$ cat src/rtl/pfseq_pkg.sv
package pfseq_pkg;

  // Sequencer phases
  typedef enum logic [1:0] {
    PF_RUN  = 2'd0,  // supply good, bus honoured
    PF_WARN = 2'd1,  // trip seen, interrupt low, deselect delay running
    PF_OFF  = 2'd2,  // bus locked, interrupt low
    PF_HOLD = 2'd3   // supply back, interrupt released, recovery lockout
  } pf_state_e;

  // Bit positions of the comparator flags inside the synchroniser vector
  localparam int FLAG_TRIP = 0;
  localparam int FLAG_SWOV = 1;
  localparam int N_FLAGS   = 2;

  // Both enables in their active state
  function automatic logic chip_sel(input logic ce1_n, input logic ce2);
    return !ce1_n && ce2;
  endfunction

  // True on the last cycle of an interval lasting lim cycles
  function automatic logic cnt_done(input logic [31:0] cnt, input logic [31:0] lim);
    return cnt == (lim - 32'd1);
  endfunction

  function automatic int max2(input int a, input int b);
    return (a > b) ? a : b;
  endfunction

endpackage

$ cat src/rtl/pfs_sync.sv
module pfs_sync #(
  parameter int W = 2
) (
  input  logic         clk,
  input  logic         rst_n,
  input  logic [W-1:0] d_async,
  output logic [W-1:0] q
);

  for (genvar i = 0; i < W; i++) begin : g_bit
    logic s1, s2;
    always_ff @(posedge clk or negedge rst_n) begin
      if (!rst_n) begin
        s1 <= 1'b0;
        s2 <= 1'b0;
      end else begin
        s1 <= d_async[i];
        s2 <= s1;
      end
    end
    assign q[i] = s2;
  end

endmodule

$ cat src/rtl/pfs_seq.sv
module pfs_seq
  import pfseq_pkg::*;
#(
  parameter int DESEL_CYC = 4000,
  parameter int RECOV_CYC = 200000
) (
  input  logic clk,
  input  logic rst_n,
  input  logic trip,     // synchronised below-trip flag
  output logic int_n,
  output logic lock
);

  localparam int MAXC  = max2(DESEL_CYC, RECOV_CYC);
  localparam int CNT_W = $clog2(MAXC + 1);

  pf_state_e        state, nxt;
  logic [CNT_W-1:0] cnt;

  // Named internal events
  logic ev_trip_seen, ev_cancel, ev_desel, ev_restore, ev_retrip, ev_resume;
  assign ev_trip_seen = (state == PF_RUN)  && trip;
  assign ev_cancel    = (state == PF_WARN) && !trip;
  assign ev_desel     = (state == PF_WARN) && trip && cnt_done(32'(cnt), DESEL_CYC);
  assign ev_restore   = (state == PF_OFF)  && !trip;
  assign ev_retrip    = (state == PF_HOLD) && trip;
  assign ev_resume    = (state == PF_HOLD) && !trip && cnt_done(32'(cnt), RECOV_CYC);

  always_comb begin
    nxt = state;
    unique case (state)
      PF_RUN:  if (ev_trip_seen) nxt = PF_WARN;
      PF_WARN: if (ev_cancel) nxt = PF_RUN; else if (ev_desel) nxt = PF_OFF;
      PF_OFF:  if (ev_restore) nxt = PF_HOLD;
      PF_HOLD: if (ev_retrip) nxt = PF_OFF; else if (ev_resume) nxt = PF_RUN;
      default: nxt = PF_HOLD;
    endcase
  end

  always_ff @(posedge clk or negedge rst_n) begin
    if (!rst_n) begin
      state <= PF_HOLD;          // power-up behaves as a supply return
      cnt   <= '0;
    end else begin
      state <= nxt;
      if (nxt != state || state == PF_RUN || state == PF_OFF) cnt <= '0;
      else                                                     cnt <= cnt + 1'b1;
    end
  end

  assign int_n = !((state == PF_WARN) || (state == PF_OFF));
  assign lock  = (state == PF_OFF) || (state == PF_HOLD);

  // Checker counter: consecutive cycles of lock with interrupt released
  logic [CNT_W:0] hold_age;
  always_ff @(posedge clk or negedge rst_n) begin
    if (!rst_n)              hold_age <= '0;
    else if (lock && int_n)  hold_age <= hold_age + 1'b1;
    else                     hold_age <= '0;
  end

  // a synchronised trip in normal operation pulls the interrupt next edge
  p_int_fall_r3: assert property (@(posedge clk) disable iff (!rst_n)
    (state == PF_RUN && trip) |=> !int_n);

  // the lock only engages out of the warning phase with the interrupt low
  p_lock_after_warn_r4: assert property (@(posedge clk) disable iff (!rst_n)
    $rose(lock) |-> (!int_n && $past(state) == PF_WARN));

  // the lock falls only after a full recovery interval
  p_recov_len_r7: assert property (@(posedge clk) disable iff (!rst_n)
    $fell(lock) |-> (32'(hold_age) == RECOV_CYC));

  // a trip clearing during the warning phase releases without locking
  p_cancel_r8: assert property (@(posedge clk) disable iff (!rst_n)
    (state == PF_WARN && !trip) |=> (int_n && !lock));

  // a trip during recovery drops straight back to lockout
  p_retrip_r10: assert property (@(posedge clk) disable iff (!rst_n)
    (state == PF_HOLD && trip) |=> (!int_n && lock));

endmodule

$ cat src/rtl/pfs_bus.sv
module pfs_bus
  import pfseq_pkg::*;
(
  input  logic ce1_n,
  input  logic ce2,
  input  logic oe_n,
  input  logic we_n,
  input  logic lock,
  output logic mem_we,
  output logic dq_oe
);

  logic sel;
  assign sel    = chip_sel(ce1_n, ce2) && !lock;
  assign mem_we = sel && !we_n;
  assign dq_oe  = sel && we_n && !oe_n;

endmodule

$ cat src/rtl/pwrfail_gate.sv
module pwrfail_gate
  import pfseq_pkg::*;
#(
  parameter int DESEL_CYC = 4000,
  parameter int RECOV_CYC = 200000
) (
  input  logic clk,
  input  logic rst_n,
  input  logic ce1_n,
  input  logic ce2,
  input  logic oe_n,
  input  logic we_n,
  input  logic trip_async,
  input  logic swov_async,
  output logic int_n,
  output logic wr_lock,
  output logic mem_we,
  output logic dq_oe,
  output logic bat_sel
);

  logic [N_FLAGS-1:0] raw_flags, sync_flags;
  assign raw_flags[FLAG_TRIP] = trip_async;
  assign raw_flags[FLAG_SWOV] = swov_async;

  pfs_sync #(.W(N_FLAGS)) u_sync (
    .clk     (clk),
    .rst_n   (rst_n),
    .d_async (raw_flags),
    .q       (sync_flags)
  );

  pfs_seq #(.DESEL_CYC(DESEL_CYC), .RECOV_CYC(RECOV_CYC)) u_seq (
    .clk   (clk),
    .rst_n (rst_n),
    .trip  (sync_flags[FLAG_TRIP]),
    .int_n (int_n),
    .lock  (wr_lock)
  );

  pfs_bus u_bus (
    .ce1_n  (ce1_n),
    .ce2    (ce2),
    .oe_n   (oe_n),
    .we_n   (we_n),
    .lock   (wr_lock),
    .mem_we (mem_we),
    .dq_oe  (dq_oe)
  );

  assign bat_sel = sync_flags[FLAG_SWOV];

  // never strobe a write and drive the bus together
  p_we_oe_excl_r2: assert property (@(posedge clk) disable iff (!rst_n)
    !(mem_we && dq_oe));

  // a locked bus is silent
  p_locked_quiet_r5: assert property (@(posedge clk) disable iff (!rst_n)
    wr_lock |-> (!mem_we && !dq_oe));

  // backup select follows the switchover flag two edges later
  p_bat_on_r6: assert property (@(posedge clk) disable iff (!rst_n)
    $rose(bat_sel) |-> $past(swov_async, 2));
  p_bat_off_r6: assert property (@(posedge clk) disable iff (!rst_n)
    $fell(bat_sel) |-> !$past(swov_async, 2));

  // a write in flight ends in the cycle the lock engages
  p_write_cut_r9: assert property (@(posedge clk) disable iff (!rst_n)
    ($past(mem_we) && $rose(wr_lock)) |-> !mem_we);

endmodule

$ cat config.mk
export PLATFORM = sky130hd
export DESIGN_NAME = pwrfail_gate
export DESIGN_NICKNAME = d
export VERILOG_FILES = /design/src/rtl/pfseq_pkg.sv /design/src/rtl/pfs_sync.sv /design/src/rtl/pfs_seq.sv /design/src/rtl/pfs_bus.sv /design/src/rtl/pwrfail_gate.sv
export SDC_FILE = /design/constraint.sdc
export NUM_CORES = 1
export LEC_CHECK = 0
export CAP_MARGIN = 30
export CORE_MARGIN = 2
export CORE_UTILIZATION = 40
export DETAILED_ROUTE_END_ITERATION = 8
export DONT_BUFFER_PORTS = 1
export PLACE_DENSITY_LB_ADDON = 0.15
export SYNTH_ARGS = -nofsm -noshare
export SYNTH_HDL_FRONTEND = slang
export SYNTH_SLANG_ARGS = --single-unit
$ cat constraint.sdc
create_clock -name clk -period 5.1 [get_ports clk]
set_input_delay 1.02 -clock clk [delete_from_list [all_inputs] [get_ports clk]]
set_output_delay 1.02 -clock clk [all_outputs]
set_load 0.05 [all_outputs]
Word level (Yosys, flattened, before mapping)
Cells that the tools add are included.
{"block": "word_totals", "regBits": 24, "inputBits": 8, "output_inout_bits": 5, "wordCells": 45}
{"block": "classes", "addsub": 1, "eq_ne": 6, "mux": 8, "n_reduce_logical": 24}
{"operator": "18-bit by 1-bit adder with 18-bit output (second input constant)", "count": 1}
{"operator": "18-bit by 12-bit == test with 1-bit output (second input constant)", "count": 1}
{"operator": "18-bit == test (second input constant)", "count": 1}
{"operator": "18-bit 2-to-1 mux", "count": 1}
{"operator": "1-bit logical AND", "count": 13}
{"operator": "2-bit 2-to-1 mux", "count": 6}
{"operator": "2-bit case mux with 4 select lines", "count": 1}
{"operator": "1-bit zero test", "count": 6}
{"operator": "2-bit == test (second input constant)", "count": 2}
{"operator": "1-bit logical OR", "count": 4}
{"operator": "2-bit by 1-bit == test with 1-bit output (second input constant)", "count": 1}
{"operator": "2-bit zero test", "count": 1}
{"operator": "2-bit inequality test", "count": 1}

Depth between registers and ports, before layout
{"block": "logic_depth", "ltp_word": 10, "depth_mapped": 7, "depth_no_buf": 7}

Modules after synthesis
From an unflattened synthesis, not the netlist that was laid out.
{"block": "hier_totals", "hier_cells": 140, "hier_area_um2": 1427.6}
{"module": "pfs_seq", "instances": 1, "cells_each": 131, "area_each_um2": 1287.5, "seq_area_each_um2": 503.0}
{"module": "pfs_sync", "instances": 1, "cells_each": 6, "area_each_um2": 115.1, "seq_area_each_um2": 100.1}
{"module": "pfs_bus", "instances": 1, "cells_each": 3, "area_each_um2": 25.0, "seq_area_each_um2": 0.0}

Worst setup path before layout
Ideal clock, no wire load.
{"block": "synth_timing", "path_type": "register to output", "start": "register u_seq.state[0]", "end": "output dq_oe", "t_arrival_ns": 2.998, "t_required_ns": 4.080, "path_slack_ns": 1.082, "path_stages_with_launch": 6, "path_buffers": 0, "path_cell_list": "dfstp_2 > inv_1 > ha_1 > or2_2 > or3b_2 > nor3b_1"}
{"block": "synth_between", "elab_chain_len": 6, "word_cells_on_any_way": 7, "classes_between": "eq/ne (2); reduce/logical (5)"}
{"item": "from (decl)", "line_no": "pfs_seq.sv:17", "rtl": "pf_state_e state, nxt;"}
{"item": "from (signal assigned)", "line_no": "pfs_seq.sv:45", "rtl": "state <= nxt;"}
{"item": "2-bit == test", "line_no": "pfs_seq.sv:52", "rtl": "assign lock = (state == PF_OFF) || (state == PF_HOLD);"}
{"item": "1-bit logical OR *", "line_no": "pfs_seq.sv:52"}
{"item": "named net wr_lock", "line_no": "pwrfail_gate.sv:16", "rtl": "output logic wr_lock,"}
{"item": "1-bit zero test *", "line_no": "pfs_bus.sv:14", "rtl": "assign sel = chip_sel(ce1_n, ce2) && !lock;"}
{"item": "1-bit logical AND *", "line_no": "pfs_bus.sv:14"}
{"item": "1-bit logical AND * (2 in a row)", "line_no": "pfs_bus.sv:16", "rtl": "assign dq_oe = sel && we_n && !oe_n;"}
{"item": "to (decl)", "line_no": "pwrfail_gate.sv:18", "rtl": "output logic dq_oe,"}
The timed path passes the listed nets; every way through them passes the cells marked *.

Worst setup path after layout
Same ends and word-level chain as after synthesis.

==> results.md <==
* Status: completed
* Worst Tran Pin Value at between 0.8 and 0.9 ns
* Simple-gate share of the synthesized area at roughly 28%
* Avg Cell Area, Syn at 10.2 um2
* Post-synth top area cell: dfrtp_1
* Largest net degree at the start of global routing at 25
* Critical path type: flip-flop to primary output
* Hold_sp: u_sync.g_bit[0].s1$_DFF_PN0_
* First-pass GRT wire length at about 4300 um
* Final Cycle Share at 77.5%
* Core area at 3080 um2
* Diodes inserted at 0
* Hold WC Path Type: flip-flop to flip-flop
* Final ANT Viol Nets at 0
* CP Data Required Time at 4.08 ns
* Worst-path clk slew at roughly 0.12 ns
* Xor and xnor area share after synthesis at approximately a tenth
* Mapped Area at ~1300 um2
* Initial antenna violation count at 0
* Synth area leaders: dfrtp_1, xnor2_1, nor2_1, ha_1, nor3_1
* Die width at about 60 um
* Vias per Instance at around 5.2
* Final Skew at between 0.007 and 0.008 ns
* Mux contribution to synthesized area at 0%
* Die area at roughly 3700 um2
* WL final at approximately 2500 um
* RSZ-0062 raised after global routing: false
* Syn Inst Count at roughly 130
* Pins Over Slew Limit at 0
* Max Fclk at ~250 MHz
* Complex-gate fraction of the synthesized area at approximately 8.2%
* Leakage power at around 0.52 nW
* Share of cells above drive strength 1 at about an eighth
* Post-route minimum period at 3.95 ns
* Crit. End Element: primary output
* Cell area power density at about 330 nW/um2
* Gpl congestion at about 0.83
* Combinational family with the most area after synthesis: simple AND/OR/NAND/NOR gates
* Post-CTS Setup Inserts at 0
* Clock latency on the worst-skew pair at roughly 0.32 ns
* Final HPWL DP at 1800 um
* Detailed Routing Iterations Pass 1 at 4
* FF+latch count, synth at 24
* Maxcap violations at 0
* Number of global-route vias before repair at about 900
* Arrival @ worst endpoint at about 3 ns
* Worst r2r path cells at 6
* Die Y at roughly 61 um
* Ys Warns at 0
* Yosys top cell area share at a little over two fifths
* CTS Buf Count at 3
* All-Layer GR Usage at 15.9%
* # clock sinks at 24
* Area delta synth->final at 6.97%
* Initial drt markers at 23
* Detailed-route via count at approximately 920
* Critical path startpoint: u_seq.state[0]$_DFF_PN1_
* Commonest non-fill, non-tap cells in the layout: dfrtp_1, nor2_1, nor3_1, nand2_1, xnor2_1
* DP Worst Slack at ~1.5 ns
* Distinct cell type count of the synthesized netlist at 30
* Worst r2r src: u_seq.cnt[0]$_DFF_PN0_
* Post-Synth Adder-Cell Area at ~4.8%
* Final hold violations at 0
* Startpoint types: flip-flop
* Mean routed wirelength per cell at approximately 14 um
* Hold Path Cell Cnt at 0
* Port Buffers at 0
* Initial core utilization at a little over two fifths
* Row count at 20
* Fillers at 300
* Post-CTS Resized at 0
* Clock tree root buffer cell: clkbuf_4
* Cts-stage hold buffer count at 0
* Total gr overflow at 0
* Peak VDD IR at between 0.15 and 0.2 mV
* CTS tree: yes
* Setup-failing EPs final at 0
* Setup TNS at 0 ns
* Clk buf depth at 2
* Post-Syn Nets at between 100 and 150
* I/O Pins at 13
* Most common cell after layout, fill and taps aside: dfrtp_1
* DR DRC count at 0
* Seq/Total Area, Yosys at between 40% and 50%
* CP max FO at 4
* Fin worst setup slack at 1.15 ns
* Max transition margin at about two fifths
* Nets@finish at roughly 150
* H-tree depth at 1
[final timing paths]
| path | slack [ns] | end |
|---|---|---|
| setup / recovery | 1.15 | dq_oe |
| hold / removal | 0.36 | u_sync.g_bit[0].s2$_DFF_PN0_ |
| setup reg to reg | 2.75 | u_seq.cnt[17]$_DFF_PN0_ |
| hold reg to reg | 0.36 | u_sync.g_bit[0].s2$_DFF_PN0_ |
| max in group asynchronous | 4.55 | u_seq.state[1]$_DFF_PN1_ |
| min in group asynchronous | 0.37 | u_seq.cnt[7]$_DFF_PN0_ |
[final cells by class]
class	count	area, um2	share of cell area [%]
Multi-Input combinational cell	99	688	49.1
Sequential cell	24	603	43.0
Tap cell	44	55.1	3.93
Clock buffer	4	36.3	2.59
Inverter	5	18.8	1.34
[layer usage]
| metal | global-route usage [%] | wire length [um] |
|---|---|---|
| met1 | 23.1 | 1230 |
| met2 | 22.6 | 1100 |
| met3 | 3.78 | 101 |
| met4 | 6.52 | 21 |
| met5 | 0 | 0 |
[synthesized netlist by cell type, drive strengths merged]
cell and n:
dfrtp 22, nor2 18, nor3 14, nand2 10
xnor2 10, xor2 6, ha 5, inv 5
nand3 5, a21oi 4, and4 3, nand4 3
nor3b 3, nor4 3, a31oi 2, dfstp 2
nand4b 2, o31ai 2, a211oi 1, and2 1
and3 1, buf 1, nand3b 1, o221ai 1
o311ai 1, or2 1, or3b 1, or4 1
[critical path, stage by stage, from the launching register on]
cell and delay, ns:
dfstp_2 0.58, inv_1 0.13, ha_1 0.26, or2_2 0.44, or3b_2 0.53, nor3b_2 0.69
[registers in the layout (all words and copies together) (netlist names)]
signal           count
u_seq.cnt           18
u_sync.g_bit.s2      2
u_sync.g_bit.s1      2
u_seq.state          2
[cells by family (layout without fill, tap and decap cells)]
group                    after synthesis  in the layout
AO/OA/AOI/OAI                         11             11
XOR/XNOR                              16             16
adder cells (fa/ha/maj)                5              5
buffers and inverters                  6              9
flip-flops                            24             24
AND/OR/NAND/NOR                       67             67
[report_power, final]
group	total, mW	internal [mW]	switching, mW
clock	0.101	0.0437	0.0570
combinational	0.137	0.0408	0.0963
sequential	0.220	0.206	0.0142
total	0.458	0.290	0.168
[through the flow]
| step | hold slack [ns] | utilization [%] | instance area, um2 | instances | total power [mW] |
|---|---|---|---|---|---|
| 2_1_floorplan | 0.331 | - | 1310 | 129 | 0.332 |
| 3_3_place_gp | 0.335 | 44.3 | 1370 | 172 | 0.360 |
| 5_1_grt | 0.343 | 45.5 | 1400 | 176 | 0.486 |
| 4_1_cts | 0.363 | 45.5 | 1400 | 176 | 0.464 |
| 6_report | 0.362 | 45.5 | 1400 | 176 | 0.458 |
| 3_5_place_dp | 0.336 | 44.3 | 1370 | 172 | 0.362 |
(Power assumes the default switching activity.)
